### config.mk
export PLATFORM = sky130hd
export DESIGN_NAME = icu_top
export DESIGN_NICKNAME = d
export VERILOG_FILES = /design/src/rtl/icu_pkg.sv /design/src/rtl/icu_edge_sync.sv /design/src/rtl/icu_src_reg.sv /design/src/rtl/icu_arbiter.sv /design/src/rtl/icu_top.sv
export SDC_FILE = /design/constraint.sdc
export NUM_CORES = 1
export LEC_CHECK = 0
export BUFFER_PORTS_ARGS = -buffer_cell sky130_fd_sc_hd__buf_2
export CORE_ASPECT_RATIO = 1.4
export CORE_MARGIN = 8
export CORE_UTILIZATION = 44
export DETAILED_ROUTE_END_ITERATION = 8
export GPL_ROUTABILITY_DRIVEN = 1
export HOLD_SLACK_MARGIN = 0.15
export PLACE_DENSITY_LB_ADDON = 0.3
export SLEW_MARGIN = 20
export SYNTH_ARGS = -nofsm -noshare
export SYNTH_HDL_FRONTEND = slang
export SYNTH_HIERARCHICAL = 1
export SYNTH_SLANG_ARGS = --single-unit
### constraint.sdc
create_clock -name clk -period 20.6 [get_ports clk]
set_input_delay 2.06 -clock clk [delete_from_list [all_inputs] [get_ports clk]]
set_output_delay 2.06 -clock clk [all_outputs]
set_load 0.005 [all_outputs]
### src/rtl/icu_pkg.sv
package icu_pkg;
  localparam int LVL_W   = 3;
  localparam int REQ_BIT = 3;
  localparam int POL_BIT = 4;
  typedef logic [LVL_W-1:0] lvl_t;
endpackage

### src/rtl/icu_edge_sync.sv
module icu_edge_sync (
  input  logic clk,
  input  logic rst_n,
  input  logic pin,
  input  logic rise_sel,
  output logic hit
);
  logic meta_q, sync_q, prev_q;

  always_ff @(posedge clk) begin
    if (!rst_n) begin
      meta_q <= 1'b0;
      sync_q <= 1'b0;
      prev_q <= 1'b0;
    end else begin
      meta_q <= pin;
      sync_q <= meta_q;
      prev_q <= sync_q;
    end
  end

  assign hit = rise_sel ? (sync_q & ~prev_q) : (~sync_q & prev_q);
endmodule

### src/rtl/icu_src_reg.sv
module icu_src_reg
  import icu_pkg::*;
#(
  parameter bit HAS_POL = 1'b0
) (
  input  logic       clk,
  input  logic       rst_n,
  input  logic       wr_sel,
  input  logic [7:0] wdata,
  input  logic       hw_set,
  input  logic       ack_clr,
  output lvl_t       lvl,
  output logic       req,
  output logic       pol,
  output logic [7:0] rdata
);
  lvl_t lvl_q;
  logic req_q;

  always_ff @(posedge clk) begin
    if (!rst_n) begin
      lvl_q <= '0;
      req_q <= 1'b0;
    end else begin
      if (wr_sel) lvl_q <= wdata[LVL_W-1:0];
      if (hw_set)
        req_q <= 1'b1;
      else if (ack_clr || (wr_sel && !wdata[REQ_BIT]))
        req_q <= 1'b0;
    end
  end

  generate
    if (HAS_POL) begin : g_pol
      logic pol_q;
      always_ff @(posedge clk) begin
        if (!rst_n)      pol_q <= 1'b0;
        else if (wr_sel) pol_q <= wdata[POL_BIT];
      end
      assign pol = pol_q;
    end else begin : g_nopol
      assign pol = 1'b0;
    end
  endgenerate

  assign lvl   = lvl_q;
  assign req   = req_q;
  assign rdata = {3'b000, pol, req_q, lvl_q};
endmodule

### src/rtl/icu_arbiter.sv
module icu_arbiter
  import icu_pkg::*;
#(
  parameter int N  = 8,
  parameter int IW = 3
) (
  input  logic [N-1:0][LVL_W-1:0] lvls,
  input  logic [N-1:0]            reqs,
  input  logic                    ie,
  input  lvl_t                    ipl,
  output logic                    any,
  output logic [IW-1:0]           win_idx,
  output lvl_t                    win_lvl
);
  always_comb begin
    any     = 1'b0;
    win_idx = '0;
    win_lvl = '0;
    for (int i = 0; i < N; i++) begin
      if (reqs[i] && ie && (lvls[i] > ipl) && (lvls[i] > win_lvl)) begin
        any     = 1'b1;
        win_idx = IW'(i);
        win_lvl = lvls[i];
      end
    end
  end
endmodule

### src/rtl/icu_top.sv
module icu_top
  import icu_pkg::*;
#(
  parameter int N     = 8,
  parameter int N_EXT = 3,
  parameter int AW    = 4,
  localparam int N_INT = N - N_EXT,
  localparam int IW    = (N > 1) ? $clog2(N) : 1
) (
  input  logic             clk,
  input  logic             rst_n,
  input  logic             reg_wr,
  input  logic [AW-1:0]    reg_addr,
  input  logic [7:0]       reg_wdata,
  output logic [7:0]       reg_rdata,
  input  logic [N_EXT-1:0] ext_pin,
  input  logic [N_INT-1:0] int_pulse,
  input  logic             ie_flag,
  input  logic [2:0]       cpu_ipl,
  output logic             irq,
  output logic [IW-1:0]    irq_src,
  output logic [2:0]       irq_lvl,
  input  logic             irq_ack
);
  logic [N-1:0][LVL_W-1:0] lvl_q;
  logic [N-1:0]            req_q;
  logic [N-1:0]            pol_q;
  logic [N-1:0]            hw_set;
  logic [N-1:0]            ack_clr;
  logic [N-1:0]            wr_sel;
  logic [N-1:0][7:0]       rd_each;

  genvar i;
  generate
    for (i = 0; i < N; i++) begin : g_src
      assign wr_sel[i]  = reg_wr && (reg_addr == AW'(i));
      assign ack_clr[i] = irq_ack && irq && (irq_src == IW'(i));
      if (i < N_EXT) begin : g_ext
        icu_edge_sync u_sync (
          .clk(clk), .rst_n(rst_n), .pin(ext_pin[i]),
          .rise_sel(pol_q[i]), .hit(hw_set[i])
        );
      end else begin : g_int
        assign hw_set[i] = int_pulse[i-N_EXT];
      end
      icu_src_reg #(.HAS_POL(i < N_EXT)) u_reg (
        .clk(clk), .rst_n(rst_n), .wr_sel(wr_sel[i]), .wdata(reg_wdata),
        .hw_set(hw_set[i]), .ack_clr(ack_clr[i]),
        .lvl(lvl_q[i]), .req(req_q[i]), .pol(pol_q[i]), .rdata(rd_each[i])
      );
    end
  endgenerate

  always_comb begin
    reg_rdata = 8'h00;
    for (int k = 0; k < N; k++)
      if (reg_addr == AW'(k)) reg_rdata = rd_each[k];
  end

  icu_arbiter #(.N(N), .IW(IW)) u_arb (
    .lvls(lvl_q), .reqs(req_q), .ie(ie_flag), .ipl(cpu_ipl),
    .any(irq), .win_idx(irq_src), .win_lvl(irq_lvl)
  );
endmodule

# Yosys cells after proc, flatten, opt, wreduce, memory -nomap -nowiden
# Cells that the tools add are included.
totals:
  ff_bits: 44
  input_bits: 28
  out_inout_bits: 15
  wordCells: 188
op_classes:
  n_lt_le_gt_ge: 16
  eq_ne: 14
  muxes: 50
  bitwise: 12
  n_reduce_logical: 68
ops:
  columns: ["op", "count"]
  rows:
  - ["2-to-1 mux 8 bit", 7]
  - ["logical AND 1 bit", 49]
  - ["> comparator 3 bit", 15]
  - ["2-to-1 mux 3 bit", 12]
  - ["2-to-1 mux 1 bit", 28]
  - ["== test 4 x 3 -> 1 bit (second input constant)", 4]
  - ["nonzero test 2 bit", 8]
  - ["== test 3 bit (second input constant)", 4]
  - ["== test 4 x 2 -> 1 bit (second input constant)", 2]
  - ["logical OR 1 bit", 8]
  - ["bitwise AND 1 bit", 6]
  - ["== test 3 x 2 -> 1 bit (second input constant)", 2]
  - ["NOT 1 bit", 6]
  - ["2-to-1 mux 5 bit", 1]
  - ["== test 4 x 1 -> 1 bit (second input constant)", 1]
  - ["zero test 4 bit", 1]
  - ["2-to-1 mux 2 bit", 2]
  - ["== test 3 x 1 -> 1 bit (second input constant)", 1]
  - ["> comparator 3 x 1 -> 1 bit (second input constant)", 1]
  - ["zero test 3 bit", 1]
  - ["zero test 1 bit", 1]

# Depth between registers and ports, before layout
logic_depth:
  word_depth: 30
  mapped_depth: 56
  depth_no_buf: 56

# Cells and area by module
# The synthesis kept the hierarchy.
modules_own_cells:
  columns: ["mod", "instances", "cells_each", "area_per_inst_um2", "seq_area_each_um2"]
  rows:
  - ["icu_arbiter", 1, 198, 1524.0, 0.0]
  - ["icu_src_reg at g_src[3].u_reg ...", 5, 23, 221.5, 80.1]
  - ["icu_top", 1, 145, 873.3, 0.0]
  - ["icu_src_reg at g_src[0].u_reg ...", 3, 26, 274.0, 100.1]
  - ["icu_edge_sync", 3, 9, 102.6, 60.1]

# Worst setup path before layout
# OpenSTA, ideal clock, no wires.
synth_timing:
  kind: "input-to-output"
  from: "input port cpu_ipl[2]"
  to: "output port irq_lvl[0]"
  arrival_ps: 11790
  t_required_ps: 18540
  slack_ps: 6750
  stages: 46
  n_path_buf: 0
  path_cell_list: "inv_1 -> ha_1 -> and3_1 -> nor3_1 -> nand2_1 -> ha_1 -> nand3_1 -> and4_1 -> a211o_1 -> and2_1 -> ha_1 -> nand3_1 -> and4_1 -> and2_1 -> o31a_1 -> inv_1 -> ha_1 -> a31oi_1 -> [... 10 more ...] -> and2_1 -> o31ai_1 -> a21boi_0 -> mux2_4 -> a21oi_4 -> mux2_2 -> ha_1 -> a21oi_1 -> maj3_1 -> nand2_1 -> or2_2 -> mux2_2 -> ha_1 -> nor2b_1 -> o21a_1 -> o221ai_1 -> or4b_1 -> o221a_1"
synth_between:
  elab_chain_len: 25
  elab_cells_between_ends: 39
  cone_classes: "order compare (15); mux (8); reduce/logical (16)"
synth_rtl:
  columns: ["element", "line", "source"]
  rows:
  - ["from (decl)", "icu_top.sv:19", "input logic [2:0] cpu_ipl,"]
  - ["> comparator 3 bit", "icu_arbiter.sv:20", "if (reqs[i] && ie && (lvls[i] > ipl) && (lvls[i] > win_lvl)) begin"]
  - ["logical AND 1 bit (2 in series)", "icu_arbiter.sv:20", null]
  - ["2-to-1 mux 3 bit", "icu_arbiter.sv:20", null]
  - ["> comparator 3 bit", "icu_arbiter.sv:20", null]
  - ["logical AND 1 bit", "icu_arbiter.sv:20", null]
  - ["2-to-1 mux 3 bit", "icu_arbiter.sv:20", null]
  - ["> comparator 3 bit", "icu_arbiter.sv:20", null]
  - ["logical AND 1 bit", "icu_arbiter.sv:20", null]
  - ["[... 8 more ...]", null, null]
  - ["logical AND 1 bit", "icu_arbiter.sv:20", null]
  - ["2-to-1 mux 3 bit", "icu_arbiter.sv:20", null]
  - ["> comparator 3 bit", "icu_arbiter.sv:20", null]
  - ["logical AND 1 bit", "icu_arbiter.sv:20", null]
  - ["2-to-1 mux 3 bit", "icu_arbiter.sv:20", null]
  - ["> comparator 3 bit", "icu_arbiter.sv:20", null]
  - ["logical AND 1 bit", "icu_arbiter.sv:20", null]
  - ["2-to-1 mux 3 bit (*)", "icu_arbiter.sv:20", null]
  - ["to (decl)", "icu_top.sv:22", "output logic [2:0] irq_lvl,"]
# Mark *: on every way between the ends. The rest lies on a longest branch, timed or not.

# Worst setup path after layout
layout_timing:
  from: "input port cpu_ipl[2]"
  to: "output port irq"
layout_between:
  elab_chain_len: 25
  elab_cells_between_ends: 46
  cone_classes: "order compare (15); mux (15); reduce/logical (16)"
layout_rtl:
  columns: ["element", "line", "source"]
  rows:
  - ["> comparator 3 bit", "icu_arbiter.sv:20", null]
  - ["logical AND 1 bit (2 in series)", "icu_arbiter.sv:20", null]
  - ["2-to-1 mux 3 bit", "icu_arbiter.sv:20", null]
  - ["> comparator 3 bit", "icu_arbiter.sv:20", null]
  - ["logical AND 1 bit", "icu_arbiter.sv:20", null]
  - ["2-to-1 mux 3 bit", "icu_arbiter.sv:20", null]
  - ["> comparator 3 bit", "icu_arbiter.sv:20", null]
  - ["logical AND 1 bit", "icu_arbiter.sv:20", null]
  - ["[... 8 more ...]", null, null]
  - ["logical AND 1 bit", "icu_arbiter.sv:20", null]
  - ["2-to-1 mux 3 bit", "icu_arbiter.sv:20", null]
  - ["> comparator 3 bit", "icu_arbiter.sv:20", null]
  - ["logical AND 1 bit", "icu_arbiter.sv:20", null]
  - ["2-to-1 mux 3 bit", "icu_arbiter.sv:20", null]
  - ["> comparator 3 bit", "icu_arbiter.sv:20", null]
  - ["logical AND 1 bit", "icu_arbiter.sv:20", null]
  - ["2-to-1 mux 1 bit (*)", "icu_arbiter.sv:20", null]
  - ["to (decl)", "icu_top.sv:20", "output logic irq,"]
# Marked as above.

==> metrics.txt <==
Std-Cell Rows=44; placer congestion estimate=0.870; Die X=102 um; arrival time at the worst endpoint=13.54 ns; IO Pins=43; GRT overflow=0; vias in the first global route=3671; setup TNS=0 ns; ANT nets after route=0; Residual DRC=0; CTS resizes=0; CP max-delay cell=o221ai_1; clk_lat worst skew=roughly 0.28 ns; Die Height=137 um; R2R Path Start=g_src[0].u_reg/lvl[0]; Num CTS Buffers=5; CP peak stage delay=0.52 ns; Min Hold Slack=0.436 ns; most frequent CP cell=ha_1; clk buf depth=2; Hold Violations, Final=0; GRT met3 Usage=0.0275; All-Layer GR Usage=0.168; Leak=about 1.9 nW; met2 usage=0.291; met1 Use GR=0.190; relative slew slack=0.525; Setup Fix Bufs, Post-CTS=0; setup slack, reg-to-reg=between 8 and 9 ns; Startpoint Class=primary input; max-slew violation count=0; hold wc startpoint=g_src[2].g_ext.u_sync/meta_q; most common cell after layout, fill and taps aside=dfxtp_1; crit path max fanout=9; most frequent cells in the layout=dfxtp_1 (44), nor2b_1 (41), ha_1 (40); Final HPWL DP=8610 um; Crit Path Category=primary input to primary output; Synth Instances=558; terminus of the critical flop-to-flop path=g_src[0].u_reg/req; Filler cells=1046; first-pass GRT wire length=18300 um; number of hold buffers added after cts=0; largest net degree at the start of global routing=45; Die ar.=14000 um^2; WL final=11400 um; synth warn=6; peak supply drop=approximately 0.03 mV; Vias=3674; outcome=completed; skew final=0.00544 ns; Power per Cell Area=43.6 nW/um^2; H-Tree Depth=2; worst hold path depth=1; Vias/cell=5.40; syn_area_per_cell=8.24 um^2; busiest grt layer=met2; sequential power share=0.448; count of final setup violators=0; CP Buf/Inv Count=4; max cap viols=0; Initial DRC Count=227; layout cell share with drive strength beyond 1=0.153; antenna violations before repair=0; worst reg-to-reg path cell count=53; 1st-pass router iterations=5; worst hold endpoint=g_src[2].g_ext.u_sync/sync_q; HP Class=flip-flop to flip-flop; Worst setup EP type=primary output; Initial Util=0.447; wire per inst=16.7 um; IO buf count=38; CP top delay family=simple AND/OR/NAND/NOR gates; Worst-path clk slew=around 0.060 ns; combinational share of power=0.177; CP Data Required Time=18.54 ns; unrepaired setup endpoints after global routing=false; internal power=0.147 mW; Clock Power Share=0.375; Psw=0.0529 mW; root buf cell=clkbuf_16; Sw Ratio=0.265; synthesized cell area=around 4600 um^2; Achievable Freq=64.1 MHz; CTS tree=yes; n_diodes=0; Sink Count=44; Final min period=15.60 ns; final worst path period share=0.757; area delta synth->final=-0.354%; measured slew at the worst slew-check pin=0.712 ns; Core ar.=slightly above 10000 um^2; net count reported at finish=611
## sequential cells by signal, indices dropped and copies added (netlist names)
name,flops
g_src.u_reg/lvl,24
g_src.u_reg/req,8
g_src.g_ext.u_sync/meta_q,3
g_src.g_ext.u_sync/prev_q,3
g_src.g_ext.u_sync/sync_q,3
g_src.u_reg/pol,3
## power groups by stage
stage / sequential (mW) / clock (mW) / combinational (mW)
3_3_place_gp: 0.0914 / 0 / 0.0338
5_1_grt: 0.0898 / 0.0812 / 0.0393
3_5_place_dp: 0.0915 / 0 / 0.0349
2_1_floorplan: 0.0906 / 0 / 0.0306
6_report: 0.0896 / 0.0750 / 0.0353
4_1_cts: 0.0895 / 0.0779 / 0.0350
## per-layer routing
layer / up-vias / routed length [um]
li1: 1835 / -
met1: 1709 / 4860
met2: 106 / 5470
met3: 24 / 611
met4: 0 / 418
met5: - / 0
## stage by stage
step                      power [mW]  worst slack (ns)  cell area [um^2]  std cells  utilization
after floorplan                0.121              6.75              4680        579            -
after global placement         0.125              5.51              4450        674        0.432
after detailed placement       0.126              5.18              4450        674        0.432
after CTS                      0.202              5.16              4580        681        0.445
after global routing           0.210              4.37              4580        681        0.445
final                          0.200              5.00              4580        681        0.445
## how the worst max path moves through the flow
stage	slack, ns	from	cells after the start	to
2_1_floorplan	6.75	cpu_ipl[2]	46	irq_lvl[0]
3_3_place_gp	5.51	cpu_ipl[2]	49	irq
3_5_place_dp	5.18	cpu_ipl[2]	50	irq
4_1_cts	5.16	cpu_ipl[2]	50	irq
5_1_grt	4.37	cpu_ipl[2]	50	irq
6_report	5.00	cpu_ipl[2]	50	irq
## layout make-up
class,instances,area (um^2),share of cell area
clock inverter,1,5.00,0.00109
tap,138,173,0.0377
inverter,27,101,0.0221
clock buffer,6,129,0.0281
timing repair buffer,38,190,0.0415
multi-input combinational,427,3100,0.677
sequential,44,881,0.192
No activity file was read; power rests on OpenSTA's default activity.
